`src/rtl/twr_pkg.sv`:
```
package twr_pkg;
  typedef enum logic [2:0] {
    ST_IDLE, ST_PUT, ST_SCR_RD, ST_SCR_WR, ST_FILL, ST_CLR
  } twr_state_e;

  typedef enum logic [1:0] {COL_HOLD, COL_ZERO, COL_INC} col_op_e;
  typedef enum logic [1:0] {ROW_HOLD, ROW_ZERO, ROW_INC, ROW_MAX} row_op_e;

  localparam logic [6:0] CH_CLS   = 7'h01;
  localparam logic [6:0] CH_LF    = 7'h0A;
  localparam logic [6:0] CH_CR    = 7'h0D;
  localparam logic [6:0] CH_SPACE = 7'h20;
endpackage

```
`src/rtl/twr_cursor.sv`:
```
module twr_cursor
  import twr_pkg::*;
#(
  parameter int COLS = 80,
  parameter int ROWS = 60,
  localparam int CW = $clog2(COLS),
  localparam int RW = $clog2(ROWS)
) (
  input  logic          clk_i,
  input  logic          rst_ni,
  input  col_op_e       col_op_i,
  input  row_op_e       row_op_i,
  output logic [CW-1:0] col_o,
  output logic [RW-1:0] row_o
);
  logic [CW-1:0] col_q;
  logic [RW-1:0] row_q;

  always_ff @(posedge clk_i or negedge rst_ni) begin
    if (!rst_ni) begin
      col_q <= '0;
      row_q <= '0;
    end else begin
      unique case (col_op_i)
        COL_ZERO: col_q <= '0;
        COL_INC:  col_q <= col_q + 1'b1;
        default:  col_q <= col_q;
      endcase
      unique case (row_op_i)
        ROW_ZERO: row_q <= '0;
        ROW_INC:  row_q <= row_q + 1'b1;
        ROW_MAX:  row_q <= RW'(ROWS - 1);
        default:  row_q <= row_q;
      endcase
    end
  end

  assign col_o = col_q;
  assign row_o = row_q;


  cursor_bound_chk: assert property (@(posedge clk_i) disable iff (!rst_ni)
    (int'(col_q) < COLS) && (int'(row_q) < ROWS));

  no_row_overflow_chk: assert property (@(posedge clk_i) disable iff (!rst_ni)
    (row_op_i == ROW_INC) |-> (int'(row_q) != ROWS - 1));

  no_col_overflow_chk: assert property (@(posedge clk_i) disable iff (!rst_ni)
    (col_op_i == COL_INC) |-> (int'(col_q) != COLS - 1));
endmodule

```
`src/rtl/twr_addr.sv`:
```
module twr_addr #(
  parameter int COLS       = 80,
  parameter int ROWS       = 60,
  parameter int ROW_STRIDE = 96,
  localparam int CW = $clog2(COLS),
  localparam int RW = $clog2(ROWS),
  localparam int AW = $clog2(ROW_STRIDE * ROWS)
) (
  input  logic [RW-1:0] row_i,
  input  logic [CW-1:0] col_i,
  output logic [AW-1:0] addr_o
);
  localparam int SHIFT = $clog2(ROW_STRIDE);

  logic [AW-1:0] row_base;

  generate
    if ((ROW_STRIDE & (ROW_STRIDE - 1)) == 0) begin : g_shift
      assign row_base = AW'(row_i) << SHIFT;
    end else begin : g_mul
      assign row_base = AW'(row_i) * AW'(ROW_STRIDE);
    end
  endgenerate

  assign addr_o = row_base + AW'(col_i);
endmodule

```
`src/rtl/twr_ctrl.sv`:
```
module twr_ctrl
  import twr_pkg::*;
#(
  parameter int COLS = 80,
  parameter int ROWS = 60,
  localparam int CW = $clog2(COLS),
  localparam int RW = $clog2(ROWS)
) (
  input  logic          clk_i,
  input  logic          rst_ni,
  input  logic [6:0]    code_i,
  input  logic [CW-1:0] col_i,
  input  logic [RW-1:0] row_i,
  input  logic          mem_ready_i,
  input  logic [6:0]    mem_rdata_i,
  output logic          ready_o,
  output col_op_e       col_op_o,
  output row_op_e       row_op_o,
  output logic [RW-1:0] acc_row_o,
  output logic [CW-1:0] acc_col_o,
  output logic          mem_rd_o,
  output logic          mem_wr_o,
  output logic [6:0]    mem_wdata_o
);
  twr_state_e    state_q, state_d;
  logic [6:0]    ch_q, buf_q;
  logic [RW-1:0] wrow_q;
  logic [CW-1:0] wcol_q;

  logic last_col, last_row, w_last_col, w_last_row, w_pen_row, walk_adv;

  assign last_col   = col_i == CW'(COLS - 1);
  assign last_row   = row_i == RW'(ROWS - 1);
  assign w_last_col = wcol_q == CW'(COLS - 1);
  assign w_last_row = wrow_q == RW'(ROWS - 1);
  assign w_pen_row  = wrow_q == RW'(ROWS - 2);

  always_comb begin
    state_d     = state_q;
    col_op_o    = COL_HOLD;
    row_op_o    = ROW_HOLD;
    acc_row_o   = row_i;
    acc_col_o   = col_i;
    mem_rd_o    = 1'b0;
    mem_wr_o    = 1'b0;
    mem_wdata_o = CH_SPACE;
    walk_adv    = 1'b0;
    unique case (state_q)
      ST_IDLE: begin
        if (code_i == CH_CLS) begin
          col_op_o = COL_ZERO;
          row_op_o = ROW_ZERO;
          state_d  = ST_CLR;
        end else if (code_i == CH_CR) begin
          col_op_o = COL_ZERO;
        end else if (code_i == CH_LF) begin
          if (last_row) state_d = ST_SCR_RD;
          else          row_op_o = ROW_INC;
        end else if (code_i >= CH_SPACE) begin
          state_d = ST_PUT;
        end
      end
      ST_PUT: begin
        mem_wr_o    = 1'b1;
        mem_wdata_o = ch_q;
        if (mem_ready_i) begin
          if (last_col) begin
            col_op_o = COL_ZERO;
            if (last_row) state_d = ST_SCR_RD;
            else begin
              row_op_o = ROW_INC;
              state_d  = ST_IDLE;
            end
          end else begin
            col_op_o = COL_INC;
            state_d  = ST_IDLE;
          end
        end
      end
      ST_SCR_RD: begin
        mem_rd_o  = 1'b1;
        acc_row_o = wrow_q + 1'b1;
        acc_col_o = wcol_q;
        if (mem_ready_i) state_d = ST_SCR_WR;
      end
      ST_SCR_WR: begin
        mem_wr_o    = 1'b1;
        mem_wdata_o = buf_q;
        acc_row_o   = wrow_q;
        acc_col_o   = wcol_q;
        if (mem_ready_i) begin
          walk_adv = 1'b1;
          state_d  = (w_last_col && w_pen_row) ? ST_FILL : ST_SCR_RD;
        end
      end
      ST_FILL: begin
        mem_wr_o  = 1'b1;
        acc_row_o = wrow_q;
        acc_col_o = wcol_q;
        if (mem_ready_i) begin
          walk_adv = 1'b1;
          if (w_last_col) begin
            row_op_o = ROW_MAX;
            state_d  = ST_IDLE;
          end
        end
      end
      ST_CLR: begin
        mem_wr_o  = 1'b1;
        acc_row_o = wrow_q;
        acc_col_o = wcol_q;
        if (mem_ready_i) begin
          walk_adv = 1'b1;
          if (w_last_col && w_last_row) state_d = ST_IDLE;
        end
      end
      default: state_d = ST_IDLE;
    endcase
  end

  always_ff @(posedge clk_i or negedge rst_ni) begin
    if (!rst_ni) begin
      state_q <= ST_IDLE;
      ch_q    <= '0;
      buf_q   <= '0;
      wrow_q  <= '0;
      wcol_q  <= '0;
    end else begin
      state_q <= state_d;
      if (state_q == ST_IDLE) begin
        wrow_q <= '0;
        wcol_q <= '0;
        if (code_i != '0) ch_q <= code_i;
      end else if (walk_adv) begin
        if (w_last_col) begin
          wcol_q <= '0;
          wrow_q <= wrow_q + 1'b1;
        end else begin
          wcol_q <= wcol_q + 1'b1;
        end
      end
      if (state_q == ST_SCR_RD && mem_ready_i) buf_q <= mem_rdata_i;
    end
  end

  assign ready_o = state_q == ST_IDLE;


  rd_wr_excl_chk: assert property (@(posedge clk_i) disable iff (!rst_ni)
    !(mem_rd_o && mem_wr_o));

  strobe_hold_chk: assert property (@(posedge clk_i) disable iff (!rst_ni)
    ((mem_rd_o || mem_wr_o) && !mem_ready_i) |=>
      (mem_rd_o == $past(mem_rd_o) && mem_wr_o == $past(mem_wr_o)
       && $stable(acc_row_o) && $stable(acc_col_o)));

  ready_idle_chk: assert property (@(posedge clk_i) disable iff (!rst_ni)
    ready_o |-> !(mem_rd_o || mem_wr_o));

  null_code_chk: assert property (@(posedge clk_i) disable iff (!rst_ni)
    (ready_o && code_i == '0) |=> ready_o);
endmodule

```
`src/rtl/text_cursor_writer.sv`:
```
module text_cursor_writer
  import twr_pkg::*;
#(
  parameter int COLS       = 80,
  parameter int ROWS       = 60,
  parameter int ROW_STRIDE = 96,
  localparam int CW = $clog2(COLS),
  localparam int RW = $clog2(ROWS),
  localparam int AW = $clog2(ROW_STRIDE * ROWS)
) (
  input  logic          clk_i,
  input  logic          rst_ni,
  input  logic [7:0]    char_i,
  output logic          ready_o,
  output logic [AW-1:0] mem_addr_o,
  output logic [6:0]    mem_wdata_o,
  input  logic [6:0]    mem_rdata_i,
  output logic          mem_rd_o,
  output logic          mem_wr_o,
  input  logic          mem_ready_i
);
  col_op_e       col_op;
  row_op_e       row_op;
  logic [CW-1:0] col, acc_col;
  logic [RW-1:0] row, acc_row;
  logic          unused_msb;

  assign unused_msb = char_i[7];

  twr_ctrl #(.COLS(COLS), .ROWS(ROWS)) u_ctrl (
    .clk_i       (clk_i),
    .rst_ni      (rst_ni),
    .code_i      (char_i[6:0]),
    .col_i       (col),
    .row_i       (row),
    .mem_ready_i (mem_ready_i),
    .mem_rdata_i (mem_rdata_i),
    .ready_o     (ready_o),
    .col_op_o    (col_op),
    .row_op_o    (row_op),
    .acc_row_o   (acc_row),
    .acc_col_o   (acc_col),
    .mem_rd_o    (mem_rd_o),
    .mem_wr_o    (mem_wr_o),
    .mem_wdata_o (mem_wdata_o)
  );

  twr_cursor #(.COLS(COLS), .ROWS(ROWS)) u_cursor (
    .clk_i    (clk_i),
    .rst_ni   (rst_ni),
    .col_op_i (col_op),
    .row_op_i (row_op),
    .col_o    (col),
    .row_o    (row)
  );

  twr_addr #(.COLS(COLS), .ROWS(ROWS), .ROW_STRIDE(ROW_STRIDE)) u_addr (
    .row_i  (acc_row),
    .col_i  (acc_col),
    .addr_o (mem_addr_o)
  );


  addr_range_chk: assert property (@(posedge clk_i) disable iff (!rst_ni)
    (mem_rd_o || mem_wr_o) |-> (int'(mem_addr_o) < ROW_STRIDE * ROWS));
endmodule

```
`config.mk`:
```
export PLATFORM = sky130hd
export DESIGN_NAME = text_cursor_writer
export DESIGN_NICKNAME = d
export VERILOG_FILES = /design/src/rtl/twr_pkg.sv /design/src/rtl/twr_cursor.sv /design/src/rtl/twr_addr.sv /design/src/rtl/twr_ctrl.sv /design/src/rtl/text_cursor_writer.sv
export SDC_FILE = /design/constraint.sdc
export NUM_CORES = 1
export LEC_CHECK = 0
export ABC_AREA = 1
export BUFFER_PORTS_ARGS = -buffer_cell sky130_fd_sc_hd__buf_2
export CORE_ASPECT_RATIO = 1.2
export CORE_UTILIZATION = 56
export CTS_CLUSTER_DIAMETER = 30
export DETAILED_ROUTE_END_ITERATION = 8
export HOLD_SLACK_MARGIN = 0.1
export PLACE_DENSITY = 0.78
export SLEW_MARGIN = 20
export SYNTH_ARGS = -nofsm -noshare
export SYNTH_HDL_FRONTEND = slang
export SYNTH_SLANG_ARGS = --single-unit
```
`constraint.sdc`:
```
create_clock -name clk_i -period 3.94 [get_ports clk_i]
set_input_delay 0.197 -clock clk_i [delete_from_list [all_inputs] [get_ports clk_i]]
set_output_delay 0.197 -clock clk_i [all_outputs]
set_load 0.01 [all_outputs]
```
==> results_dict.tcl <==
set metrics [dict create \
    seq_power_share_pct 34.7 \
    area_growth_pct 13.5 \
    row_count 28 \
    drt_iter0_drc 105 \
    end_kind "output port" \
    endpoint "mem_addr_o[11]" \
    initial_utilization_pct 59.7 \
    finalPower_mw 1.82 \
    setup_viol 0 \
    dieWidth_um 69.0 \
    routed_wl_um 6590 \
    setup_slack_ns 0.339 \
    yosys_register_bits 43 \
    synth_xor_xnor_area_share_pct 4.65 \
    setup.worst_path.start_class "register" \
    max_freq_mhz 278 \
    die_height_um 82.4 \
    hold_start "mem_rdata_i[0]" \
    clkPwrFrac_pct 16.8 \
    crit_arrival_ns 3.40 \
    mostFrequentLayoutCell "nand2_1" \
    wl_per_cell_um 13.6 \
    avgSynthCellArea_um2 8.00 \
    cp_max_fo 5 \
    required_ns 3.74 \
    maxSlewViolCount 0 \
    preCtsSetupSlack_ns 0.391 \
    cts-htree-levels 2 \
    skew_ns 0.00789 \
    ir_drop_v 0.000377 \
    cts_tree "built" \
    switchingPower_uw 766 \
    r2r_slack_ns 1.45 \
    holdCritPathClass "primary input to register" \
    grt_usage_pct 27.0 \
    ys_seq_area_share_pct 35.7 \
    r2r_end "u_cursor.col_o[5]" \
    core_area_um2 5040 \
    critPathKind "register to output port" \
    drc_errors 0 \
    drive_gt1_share_pct 22.4 \
    synth_compound_area_share_pct 13.3 \
    fin_setup_tns_ns 0 \
    cts_buffers 5 \
    ant_nets 0 \
    r2r_start "u_ctrl.state_q[2]" \
    wl_met2_um 3400 \
    io_buffers 39 \
    total_leakage_power_nw 1.69 \
    io_pins 41 \
    hold_viol 0 \
    internal_power_mw 1.05 \
    grt_overflow 0 \
    synth_cell_types 41 \
    die_area_um2 5680 \
    fin_crit_sh_pct 91.4 \
    syn_area_um2 3010 \
    met1_length_um 2780 \
    cap_violations 0 \
    p_sw_share_pct 42.1 \
    cts.sinks 43 \
    wl_met3_um 271 \
    synth.mux.area_fraction_pct 3.74 \
    via_per_inst 5.69 \
    clock_latency_ns 0.29 \
    p_per_area_nw_per_um2 531 \
    syn_inst 377 \
    fin_nets 458 \
    relSlewSlack_pct 38.6 \
    fin_crit_ns 3.60 \
    top_layer "met4" \
    r2r.worst_path.cells 13 \
    synthAdderAreaFrac_pct 7.56 \
    synth_top_family_by_area "simple AND/OR/NAND/NOR gates" \
    grt_pass1_vias 2712 \
    place.gp.congestion 0.902 \
    final_cell_mix "73 x nand2_1, 47 x inv_1, 42 x dfrtp_1" \
    worst_pin_slew_ns 0.921 \
    rsz0062_at_grt "no" \
    status "complete, no violations" \
    cp-startpoint "u_ctrl.state_q[2]" \
    combPwrFrac_pct 48.5 \
    synth-simple-area-share_pct 27.6 \
    clockBufferDepth 2 \
    hpwl_um 5020 \
    clockRootBuffer "clkbuf_8" \
    diodes 0 \
    vias 2753 \
    syn_nets 412 \
    clkSlewWorstSetupHoldPaths_ns 0.08 \
    grt_pass1_wl_um 11400 \
    grt_max_degree 44 \
    drtPass1Iterations 4 \
    yosys_warnings 0 \
    antenna_found_initial 0 \
]
power groups by stage:
stage | logic [mW] | clock network [mW] | registers [mW]
global placement | 0.849 | 0 | 0.628
finish | 0.882 | 0.305 | 0.631
detailed placement | 0.871 | 0 | 0.631
global route | 1.00 | 0.332 | 0.644
CTS | 0.874 | 0.314 | 0.622
floorplan | 0.632 | 0 | 0.611
logic make-up after synthesis:
group / after synthesis
multiplexers: 10
adder cells (fa/ha/maj): 17
AO/OA/AOI/OAI: 65
XOR/XNOR: 16
AND/OR/NAND/NOR: 169
buffers and inverters: 57
flip-flops: 43
area by class of cell:
type                       count  area, µm²
tap                           60       75.1
fill                         433       1620
clock buffer                   8        100
multi-input combinational    277       1740
sequential                    43       1080
timing repair buffer          42        220
inverter                      54        210
repair_timing:
| action | in CTS | in global routing |
|---|---|---|
| setup buffers | 0 | 2 |
| hold endpoints to repair | 43 | 0 |
| hold buffers | 1 | 0 |
| resized for setup | 0 | 5 |
| endpoints found under the setup margin | 0 | 4 |
through the flow:
stage	instance area, µm²	hold slack [ns]	std cells	util (%)
3_5_place_dp	3270	0.397	473	64.8
2_1_floorplan	3010	-0.0986	377	-
3_3_place_gp	3270	0.391	473	64.8
4_1_cts	3380	0.125	482	67.0
6_report	3420	0.131	484	67.8
5_1_grt	3420	0.125	484	67.8
how the worst min path moves through the flow:
stage	endpoint	slack, ns	cells after the start
6_report	u_ctrl.buf_q[0]	0.13	2
3_3_place_gp	u_cursor.col_o[3]	0.39	1
4_1_cts	u_ctrl.buf_q[0]	0.12	2
2_1_floorplan	u_ctrl.buf_q[0]	-0.1	0
5_1_grt	u_ctrl.buf_q[0]	0.12	2
3_5_place_dp	u_cursor.col_o[3]	0.40	1
per-layer routing:
layer / vias up / track usage (%)
li1: 1356 / -
met1: 1314 / 31.6
met2: 71 / 46.8
met3: 12 / 3.98
met4: 0 / 14.3
met5: - / 0
sequential cells by signal, summed over array words and instances, names as in the netlist:
register	cells
u_ctrl.wcol_q	7
u_ctrl.wrow_q	6
u_ctrl.state_q	3
u_ctrl.buf_q	7
u_cursor.row_o	6
u_cursor.col_o	7
u_ctrl.ch_q	7
Yosys cell counts:
| master | n | area, µm² |
|---|---|---|
| buf_2 | 3 | 15.0 |
| dfrtp_1 | 43 | 1080 |
| o221ai_1 | 1 | 8.76 |
| or2_1 | 1 | 6.26 |
| nand2_2 | 10 | 62.6 |
| xor2_1 | 12 | 105 |
| o21ai_2 | 1 | 8.76 |
| inv_2 | 4 | 15.0 |
| o211ai_1 | 4 | 30.0 |
| a31oi_1 | 2 | 12.5 |
| nor3b_1 | 1 | 7.51 |
| nand4_1 | 6 | 37.5 |
| nand2_4 | 2 | 22.5 |
| nand3_4 | 1 | 17.5 |
| nand4_2 | 1 | 12.5 |
| xnor2_1 | 4 | 35.0 |
| nor2_1 | 26 | 97.6 |
| a211oi_1 | 1 | 7.51 |
| o22ai_1 | 6 | 37.5 |
| mux2_2 | 10 | 113 |
| a21o_1 | 1 | 7.51 |
| nand2_1 | 73 | 274 |
| nand3_2 | 5 | 50.1 |
| inv_1 | 47 | 176 |
| fa_1 | 2 | 40.0 |
| o2111ai_1 | 1 | 8.76 |
| nor2_4 | 3 | 33.8 |
| inv_4 | 3 | 18.8 |
| a22oi_1 | 1 | 7.51 |
| o22a_1 | 1 | 8.76 |
| o21ai_0 | 19 | 95.1 |
| nor3_1 | 7 | 35.0 |
| nor2_2 | 5 | 31.3 |
| a21oi_1 | 14 | 70.1 |
| a22o_1 | 7 | 61.3 |
| o311a_1 | 1 | 10.0 |
| ha_1 | 15 | 188 |
| o21ai_1 | 4 | 20.0 |
| nand3_1 | 27 | 135 |
| o21bai_1 | 1 | 7.51 |
| nand3b_1 | 1 | 7.51 |
worst max-delay path, stage by stage, from the launching register on:
cell and delay [ns]:
dfrtp_1 0.47, inv_2 0.14, nand2_1 0.19, nor2_4 0.22, inv_1 0.11, or2_1 0.23
a31oi_2 0.25, ha_1 0.22, inv_1 0.06, fa_1 0.43, nor3b_1 0.43, nand2_1 0.10
nand3_1 0.09, nand2_1 0.05, buf_2 0.13
No activity file was read; power rests on OpenSTA's default activity.
